$ cat config.mk
export PLATFORM = sky130hd
export DESIGN_NAME = spi_reg_port
export DESIGN_NICKNAME = d
export VERILOG_FILES = /design/src/rtl/spi_port_pkg.sv /design/src/rtl/spi_port_ctrl.sv /design/src/rtl/spi_port_dp.sv /design/src/rtl/spi_reg_port.sv
export SDC_FILE = /design/constraint.sdc
export NUM_CORES = 1
export LEC_CHECK = 0
export BUFFER_PORTS_ARGS = -buffer_cell sky130_fd_sc_hd__buf_4
export CAP_MARGIN = 10
export CELL_PAD_IN_SITES_DETAIL_PLACEMENT = 1
export CELL_PAD_IN_SITES_GLOBAL_PLACEMENT = 1
export CORE_AREA = 3 3 110 112
export DETAILED_ROUTE_END_ITERATION = 7
export DIE_AREA = 0 0 113 115
export PLACE_DENSITY_LB_ADDON = 0.1
export SYNTH_ARGS = -nofsm -noshare
export SYNTH_HDL_FRONTEND = slang
export SYNTH_SLANG_ARGS = --single-unit
$ cat constraint.sdc
create_clock -name clk -period 3.3 [get_ports clk]
set_clock_uncertainty 0.05 [all_clocks]
set_input_delay 0.33 -clock clk [delete_from_list [all_inputs] [get_ports clk]]
set_output_delay 0.33 -clock clk [all_outputs]
set_load 0.01 [all_outputs]
$ cat src/rtl/spi_port_pkg.sv
package spi_port_pkg;

  typedef enum logic [1:0] {
    PH_INSTR = 2'd0,
    PH_DATA  = 2'd1,
    PH_DONE  = 2'd2
  } phaseT;

  localparam logic [1:0] LEN_STREAM = 2'b11;

  typedef struct packed {
    logic clearAll;
    logic bitIn;
    logic shiftIns;
    logic latchInstr;
    logic shiftRx;
    logic writeByte;
    logic loadTx;
    logic shiftTx;
  } spiStrobesT;

endpackage

$ cat src/rtl/spi_port_ctrl.sv
module spi_port_ctrl
  import spi_port_pkg::*;
#(
  parameter int DATA_W      = 8,
  parameter int INSTR_W     = 16,
  parameter int SYNC_STAGES = 2
) (
  input  logic       clk,
  input  logic       rstN,
  input  logic       csN,
  input  logic       sclk,
  input  logic       sdi,
  input  logic       isRead,
  input  logic [1:0] lenCode,
  output spiStrobesT st,
  output logic       readPhase
);
  localparam int BIT_W     = $clog2(DATA_W);
  localparam int INS_BYTES = INSTR_W / DATA_W;
  localparam int INS_CW    = (INS_BYTES > 1) ? $clog2(INS_BYTES) : 1;

  logic [SYNC_STAGES-1:0] csPipe, sclkPipe, sdiPipe;
  logic csS, sclkS, sdiS, csPrev, sclkPrev;

  // Resynchronisers for the three link inputs.
  generate
    for (genvar g = 0; g < SYNC_STAGES; g++) begin : g_sync
      always_ff @(posedge clk or negedge rstN) begin
        if (!rstN) begin
          csPipe[g]   <= 1'b1;
          sclkPipe[g] <= 1'b0;
          sdiPipe[g]  <= 1'b0;
        end else if (g == 0) begin
          csPipe[g]   <= csN;
          sclkPipe[g] <= sclk;
          sdiPipe[g]  <= sdi;
        end else begin
          csPipe[g]   <= csPipe[(g == 0) ? 0 : g-1];
          sclkPipe[g] <= sclkPipe[(g == 0) ? 0 : g-1];
          sdiPipe[g]  <= sdiPipe[(g == 0) ? 0 : g-1];
        end
      end
    end
  endgenerate

  assign csS   = csPipe[SYNC_STAGES-1];
  assign sclkS = sclkPipe[SYNC_STAGES-1];
  assign sdiS  = sdiPipe[SYNC_STAGES-1];

  always_ff @(posedge clk or negedge rstN) begin
    if (!rstN) begin
      csPrev   <= 1'b1;
      sclkPrev <= 1'b0;
    end else begin
      csPrev   <= csS;
      sclkPrev <= sclkS;
    end
  end

  phaseT             phase;
  logic [BIT_W-1:0]  bitCnt;
  logic [INS_CW-1:0] insByte;
  logic [1:0]        dataCnt;
  logic              loadPend, shiftPend;

  logic csLow, sclkRise, sclkFall, csRise;
  logic byteEnd, lastIns, lastData, idleNow, endOnRise;

  always_comb begin
    csLow     = ~csS;
    sclkRise  = csLow & sclkS & ~sclkPrev;
    sclkFall  = csLow & ~sclkS & sclkPrev;
    csRise    = csS & ~csPrev;
    byteEnd   = (bitCnt == BIT_W'(DATA_W-1));
    lastIns   = (insByte == INS_CW'(INS_BYTES-1));
    lastData  = (lenCode != LEN_STREAM) && (dataCnt == lenCode);
    idleNow   = (phase == PH_INSTR) && (insByte == '0) && (bitCnt == '0);
    // A select rise ends the access unless it is a byte-aligned pause of a finite one.
    endOnRise = (bitCnt != '0) || (phase == PH_DONE) || idleNow ||
                ((phase == PH_DATA) && (lenCode == LEN_STREAM));
  end

  always_comb begin
    st       = '0;
    st.bitIn = sdiS;
    if (csRise) begin
      st.clearAll = endOnRise;
    end else if (sclkRise) begin
      if (phase == PH_INSTR) begin
        st.shiftIns   = 1'b1;
        st.latchInstr = byteEnd & lastIns;
      end else if ((phase == PH_DATA) && !isRead) begin
        st.shiftRx   = 1'b1;
        st.writeByte = byteEnd;
      end
    end else if (sclkFall && (phase == PH_DATA) && isRead) begin
      st.loadTx  = loadPend;
      st.shiftTx = ~loadPend & shiftPend;
    end
  end

  always_ff @(posedge clk or negedge rstN) begin
    if (!rstN) begin
      phase     <= PH_INSTR;
      bitCnt    <= '0;
      insByte   <= '0;
      dataCnt   <= '0;
      loadPend  <= 1'b0;
      shiftPend <= 1'b0;
    end else if (st.clearAll) begin
      phase     <= PH_INSTR;
      bitCnt    <= '0;
      insByte   <= '0;
      dataCnt   <= '0;
      loadPend  <= 1'b0;
      shiftPend <= 1'b0;
    end else if (sclkRise) begin
      bitCnt <= byteEnd ? '0 : bitCnt + 1'b1;
      if (phase == PH_INSTR) begin
        if (byteEnd) begin
          if (lastIns) begin
            phase    <= PH_DATA;
            dataCnt  <= '0;
            loadPend <= 1'b1;
          end else begin
            insByte <= insByte + 1'b1;
          end
        end
      end else if (phase == PH_DATA) begin
        if (byteEnd) begin
          shiftPend <= 1'b0;
          if (lastData) begin
            phase <= PH_DONE;
          end else begin
            if (lenCode != LEN_STREAM) dataCnt <= dataCnt + 1'b1;
            loadPend <= isRead;
          end
        end else begin
          shiftPend <= isRead;
        end
      end
    end else if (sclkFall && (phase == PH_DATA) && isRead) begin
      if (loadPend) loadPend  <= 1'b0;
      else          shiftPend <= 1'b0;
    end
  end

  assign readPhase = csLow & (phase == PH_DATA) & isRead;

  // a mid-byte select rise returns to a fresh command word.
  p_flush_mid_byte_r8: assert property (@(posedge clk) disable iff (!rstN)
    (csRise && (bitCnt != '0)) |=> (phase == PH_INSTR && bitCnt == '0 && insByte == '0));

  // a byte-aligned rise during a finite data phase keeps the data phase.
  p_stall_keeps_r7: assert property (@(posedge clk) disable iff (!rstN)
    (csRise && (bitCnt == '0) && (phase == PH_DATA) && (lenCode != LEN_STREAM)) |=>
      (phase == PH_DATA));

  // once the length is used up, no more register traffic.
  p_done_quiet_r2: assert property (@(posedge clk) disable iff (!rstN)
    (phase == PH_DONE) |-> !(st.writeByte || st.loadTx));

  // the finite byte counter never passes its limit.
  p_count_bound_r2: assert property (@(posedge clk) disable iff (!rstN)
    (phase == PH_DATA && lenCode != LEN_STREAM) |-> (dataCnt <= lenCode));

endmodule

$ cat src/rtl/spi_port_dp.sv
module spi_port_dp
  import spi_port_pkg::*;
#(
  parameter int DATA_W  = 8,
  parameter int ADDR_W  = 13,
  parameter int INSTR_W = 16
) (
  input  logic              clk,
  input  logic              rstN,
  input  spiStrobesT        st,
  input  logic              lsbFirst,
  input  logic [DATA_W-1:0] regRdData,
  output logic              isRead,
  output logic [1:0]        lenCode,
  output logic [ADDR_W-1:0] regAddr,
  output logic [DATA_W-1:0] regWrData,
  output logic              regWrEn,
  output logic              regRdEn,
  output logic              txBit
);
  logic [INSTR_W-1:0] insShift, insNext;
  logic [DATA_W-1:0]  rxShift, rxNext, txShift;
  logic [ADDR_W-1:0]  addrQ, addrStep;

  always_comb begin
    insNext  = lsbFirst ? {st.bitIn, insShift[INSTR_W-1:1]} : {insShift[INSTR_W-2:0], st.bitIn};
    rxNext   = lsbFirst ? {st.bitIn, rxShift[DATA_W-1:1]}   : {rxShift[DATA_W-2:0], st.bitIn};
    addrStep = lsbFirst ? addrQ + 1'b1 : addrQ - 1'b1;
  end

  always_ff @(posedge clk or negedge rstN) begin
    if (!rstN) begin
      insShift <= '0;
      rxShift  <= '0;
      txShift  <= '0;
      addrQ    <= '0;
      isRead   <= 1'b0;
      lenCode  <= '0;
    end else if (st.clearAll) begin
      insShift <= '0;
      rxShift  <= '0;
      txShift  <= '0;
      addrQ    <= '0;
      isRead   <= 1'b0;
      lenCode  <= '0;
    end else begin
      if (st.shiftIns) insShift <= insNext;
      if (st.shiftRx)  rxShift  <= rxNext;
      if (st.latchInstr) begin
        isRead  <= insNext[INSTR_W-1];
        lenCode <= insNext[INSTR_W-2 -: 2];
        addrQ   <= insNext[ADDR_W-1:0];
      end else if (st.writeByte || st.loadTx) begin
        addrQ <= addrStep;
      end
      if (st.loadTx) begin
        txShift <= regRdData;
      end else if (st.shiftTx) begin
        txShift <= lsbFirst ? (txShift >> 1) : (txShift << 1);
      end
    end
  end

  assign regAddr   = addrQ;
  assign regWrData = rxNext;
  assign regWrEn   = st.writeByte;
  assign regRdEn   = st.loadTx;
  assign txBit     = lsbFirst ? txShift[0] : txShift[DATA_W-1];

  // write strobes only for a decoded write.
  p_write_dir_r5: assert property (@(posedge clk) disable iff (!rstN)
    regWrEn |-> !isRead);

  // read strobes only for a decoded read.
  p_read_dir_r6: assert property (@(posedge clk) disable iff (!rstN)
    regRdEn |-> isRead);

endmodule

$ cat src/rtl/spi_reg_port.sv
module spi_reg_port
  import spi_port_pkg::*;
#(
  parameter int DATA_W      = 8,
  parameter int ADDR_W      = 13,
  parameter int SYNC_STAGES = 2
) (
  input  logic              clk,
  input  logic              rstN,
  input  logic              csN,
  input  logic              sclk,
  input  logic              sdioIn,
  input  logic              lsbFirst,
  input  logic              unidir,
  input  logic [DATA_W-1:0] regRdData,
  output logic              sdioOut,
  output logic              sdioOe,
  output logic              sdoOut,
  output logic [ADDR_W-1:0] regAddr,
  output logic [DATA_W-1:0] regWrData,
  output logic              regWrEn,
  output logic              regRdEn
);
  localparam int INSTR_W = ADDR_W + 3;

  spiStrobesT st;
  logic       isRead, readPhase, txBit;
  logic [1:0] lenCode;

  spi_port_ctrl #(.DATA_W(DATA_W), .INSTR_W(INSTR_W), .SYNC_STAGES(SYNC_STAGES)) u_ctrl (
    .clk(clk), .rstN(rstN), .csN(csN), .sclk(sclk), .sdi(sdioIn),
    .isRead(isRead), .lenCode(lenCode), .st(st), .readPhase(readPhase)
  );

  spi_port_dp #(.DATA_W(DATA_W), .ADDR_W(ADDR_W), .INSTR_W(INSTR_W)) u_dp (
    .clk(clk), .rstN(rstN), .st(st), .lsbFirst(lsbFirst), .regRdData(regRdData),
    .isRead(isRead), .lenCode(lenCode), .regAddr(regAddr), .regWrData(regWrData),
    .regWrEn(regWrEn), .regRdEn(regRdEn), .txBit(txBit)
  );

  assign sdioOut = txBit;
  assign sdioOe  = readPhase & ~unidir;
  assign sdoOut  = unidir ? txBit : 1'b0;

  // the shared pin is never enabled in four-wire mode.
  p_oe_mode_r11: assert property (@(posedge clk) disable iff (!rstN)
    sdioOe |-> !unidir);

  // a byte boundary never issues a read and a write together.
  p_single_access_r5: assert property (@(posedge clk) disable iff (!rstN)
    !(regWrEn && regRdEn));

endmodule

==> metrics.cfg <==
[worst_setup_path]
crit_arrival_ps = 2680
rr_worst_depth = 8
start_kind = register
path_max_fanout = 5
critPathKind = reg -> reg
r2r_setup_slack_ps = 840
r2r_end = u_dp.regAddr[12]$_DFFE_PN0P_
end_kind = register
required_ps = 3520
r2r_start = u_dp.regAddr[0]$_DFFE_PN0P_

[yosys]
async_flop_share_pct = 100.0
synthTopCellsByCount = 63 x dfrtp_1, 43 x a21oi_1, 39 x o21ai_0
synthTopCellsByArea = dfrtp_1 41%, mux2i_1 6.0%, a21oi_1 5.6%
synth_top_area_cell = dfrtp_1
syn_area_per_cell_um2 = 9.153
synth_ff_type = dfrtp_1
synth_most_common_cell = dfrtp_1
yosys_warnings = 0
yosysTopAreaCellShare_pct = 40.82
ys_seq_area_share_pct = 42.86
synth_fp_nets = 452
synth_area_um2 = 3862
postSynthCellCount = 422
synth_edf_count = 0
synth_seq_cells = 66
ys_types = 49

[global_route]
grt_pass1_vias = 3391
track_usage_pct = 17.47
grt.busiest_layer = met2
grt-ovfl-total = 0
grt_max_degree = 67
grtUsageMet3_pct = 2.895
use_met2_pct = 28.44
grt_pass1_wl_um = 17930
use_met1_pct = 23.70
grt_antenna_before_repair = 0

[clock_network]
cts.clk_slew.worst_paths_ps = 60
cts-root-buf = clkbuf_16
cts_sinks = 66
ctsResizeCount = 0
post_cts_buffers = 0
numCtsBuffers = 9
hold_buffers = 0
clock_path_buffers = 2
cts.htree.levels = 3
clkLatencyLatePin_ps = 340
cts_tree = done

[timing]
drv_slew = 0
min_period_over_period_pct = 74.42
tns_ps = 0
hold_viol = 0
relSlewSlack_pct = 26.97
min_period_ps = 2456
setup_viol = 0
rsz0062_at_grt = false
fmax_mhz = 407.2
worst_pin_slew_ps = 1091

[routing]
wl_um = 10730
drtIter0Drc = 152
via_per_inst = 5.395
via_count = 3253
drc = 0
ant_nets = 0
routedWlPerCell_um = 17.79
first_pass_iters = 4

[place]
portBuffers = 40
gp_congestion = 0.8162
dp.final_hpwl_um = 7595

[floorplan]
dieArea_um2 = 13000
core_area_um2 = 11320
rows = 39
initial_utilization_pct = 34.12
io_pins = 41
dieHeight_um = 115
die_x_um = 113

[finish]
drive_gt1_share_pct = 18.48
nets = 485
area_growth_pct = 18.95
fin_util_pct = 40.58
n_antenna_cell = 0

[pwr]
p_per_area_nw_per_um2 = 441.4
leakage_nw = 2.083
vdd_ir_drop_max_uv = 362.1

[status]
status = finished, final reports clean

[job]
cap_violations = 0

[hold_path]
hold_class = in -> async

critical path: stages, from the launching register on:
cell	delay (ps)
dfrtp_1	430
inv_1	100
fa_1	420
nand2b_1	200
a21oi_1	200
o21ai_0	270
a41o_1	330
nor4b_1	250
nand3b_1	130
kinds of logic (layout without fill, tap and decap cells):
group | Yosys count | in the layout | synth area share, %
and+or+nand+nor | 148 | 148 | 19.57
AOI/OAI and AO/OA | 118 | 118 | 17.95
xor gates and xnor gates | 6 | 6 | 1.361
muxes | 33 | 33 | 8.876
buffers and inverters | 36 | 74 | 4.341
DFF | 66 | 66 | 42.86
adders and majority gates | 15 | 15 | 5.054
worst max-delay path by stage:
stage,startpoint,endpoint,depth (start not counted)
final,u_dp.regAddr[0]$_DFFE_PN0P_,u_dp.regAddr[12]$_DFFE_PN0P_,8
after global routing,u_dp.regAddr[0]$_DFFE_PN0P_,u_dp.regAddr[12]$_DFFE_PN0P_,8
after CTS,u_dp.regAddr[0]$_DFFE_PN0P_,u_dp.regAddr[12]$_DFFE_PN0P_,8
after detailed placement,lsbFirst,u_dp.regAddr[12]$_DFFE_PN0P_,9
after global placement,lsbFirst,u_dp.regAddr[12]$_DFFE_PN0P_,9
after floorplan,lsbFirst,u_dp.regAddr[12]$_DFFE_PN0P_,9
final cells by class:
cell class / count / area, um^2
Fill cell: 1347 / 6726
Multi-Input combinational cell: 320 / 2039
Inverter: 12 / 45.04
Clock buffer: 12 / 256.5
Clock inverter: 4 / 73.82
Sequential cell: 66 / 1655
Tap cell: 143 / 178.9
Timing Repair Buffer: 46 / 345.3
stage by stage:
stage	instances	setup WS [ps]	instance area, um^2	hold WS (ps)	power [mW]
final	603	844.2	4594	30.16	2.028
after global placement	587	654.6	4264	288.0	0.9741
after global routing	603	563.2	4594	40.52	2.102
after detailed placement	587	583.0	4264	288.1	0.9759
after floorplan	422	691.1	3862	-15.59	0.9214
after CTS	603	825.8	4594	36.60	2.057
cells in the final DEF, fill, tap and decap left out, types with 2 or more instances in the layout:
cell type,n
dfrtp_1,63
buf_4,46
a21oi_1,43
o21ai_0,39
nor2_1,38
nand2_1,36
nand3_1,32
mux2i_1,23
ha_1,14
inv_1,10
mux2_2,10
a211oi_1,9
clkbuf_16,9
o211ai_1,8
nand2b_1,6
xnor2_1,6
nor2b_1,5
nor3_1,5
a21o_1,4
and3_1,4
a31oi_1,4
and2_1,3
o21a_1,3
o31ai_1,3
dfstp_2,3
inv_2,2
nor3b_1,2
or3_1,2
nor4b_1,2
nor2_2,2
nand3b_1,2
bufinv_16,2
clkbuf_8,2
power breakdown:
| part | internal [mW] | total (mW) | switching, mW |
|---|---|---|---|
| clock network | 0.703 | 1.07 | 0.366 |
| logic | 0.0469 | 0.128 | 0.0807 |
| registers | 0.822 | 0.831 | 0.00889 |
| total | 1.57 | 2.03 | 0.456 |
metal layers:
metal  share of wire, %  up-vias
li1                   -     1584
met1                 49     1629
met2                 48       27
met3                1.7       13
met4                1.5        0
met5                  0        -
registers in the layout, summed over array words and instances, names as in the netlist, 2 cells and up:
| signal | cells |
|---|---|
| u_ctrl.phase | 2 |
| u_ctrl.bitCnt | 3 |
| u_dp.lenCode | 2 |
| u_dp.rxShift | 8 |
| u_ctrl.dataCnt | 2 |
| u_dp.insShift | 16 |
| u_dp.regAddr | 13 |
| u_dp.txShift | 8 |
Power figures use the tool's default switching activity.
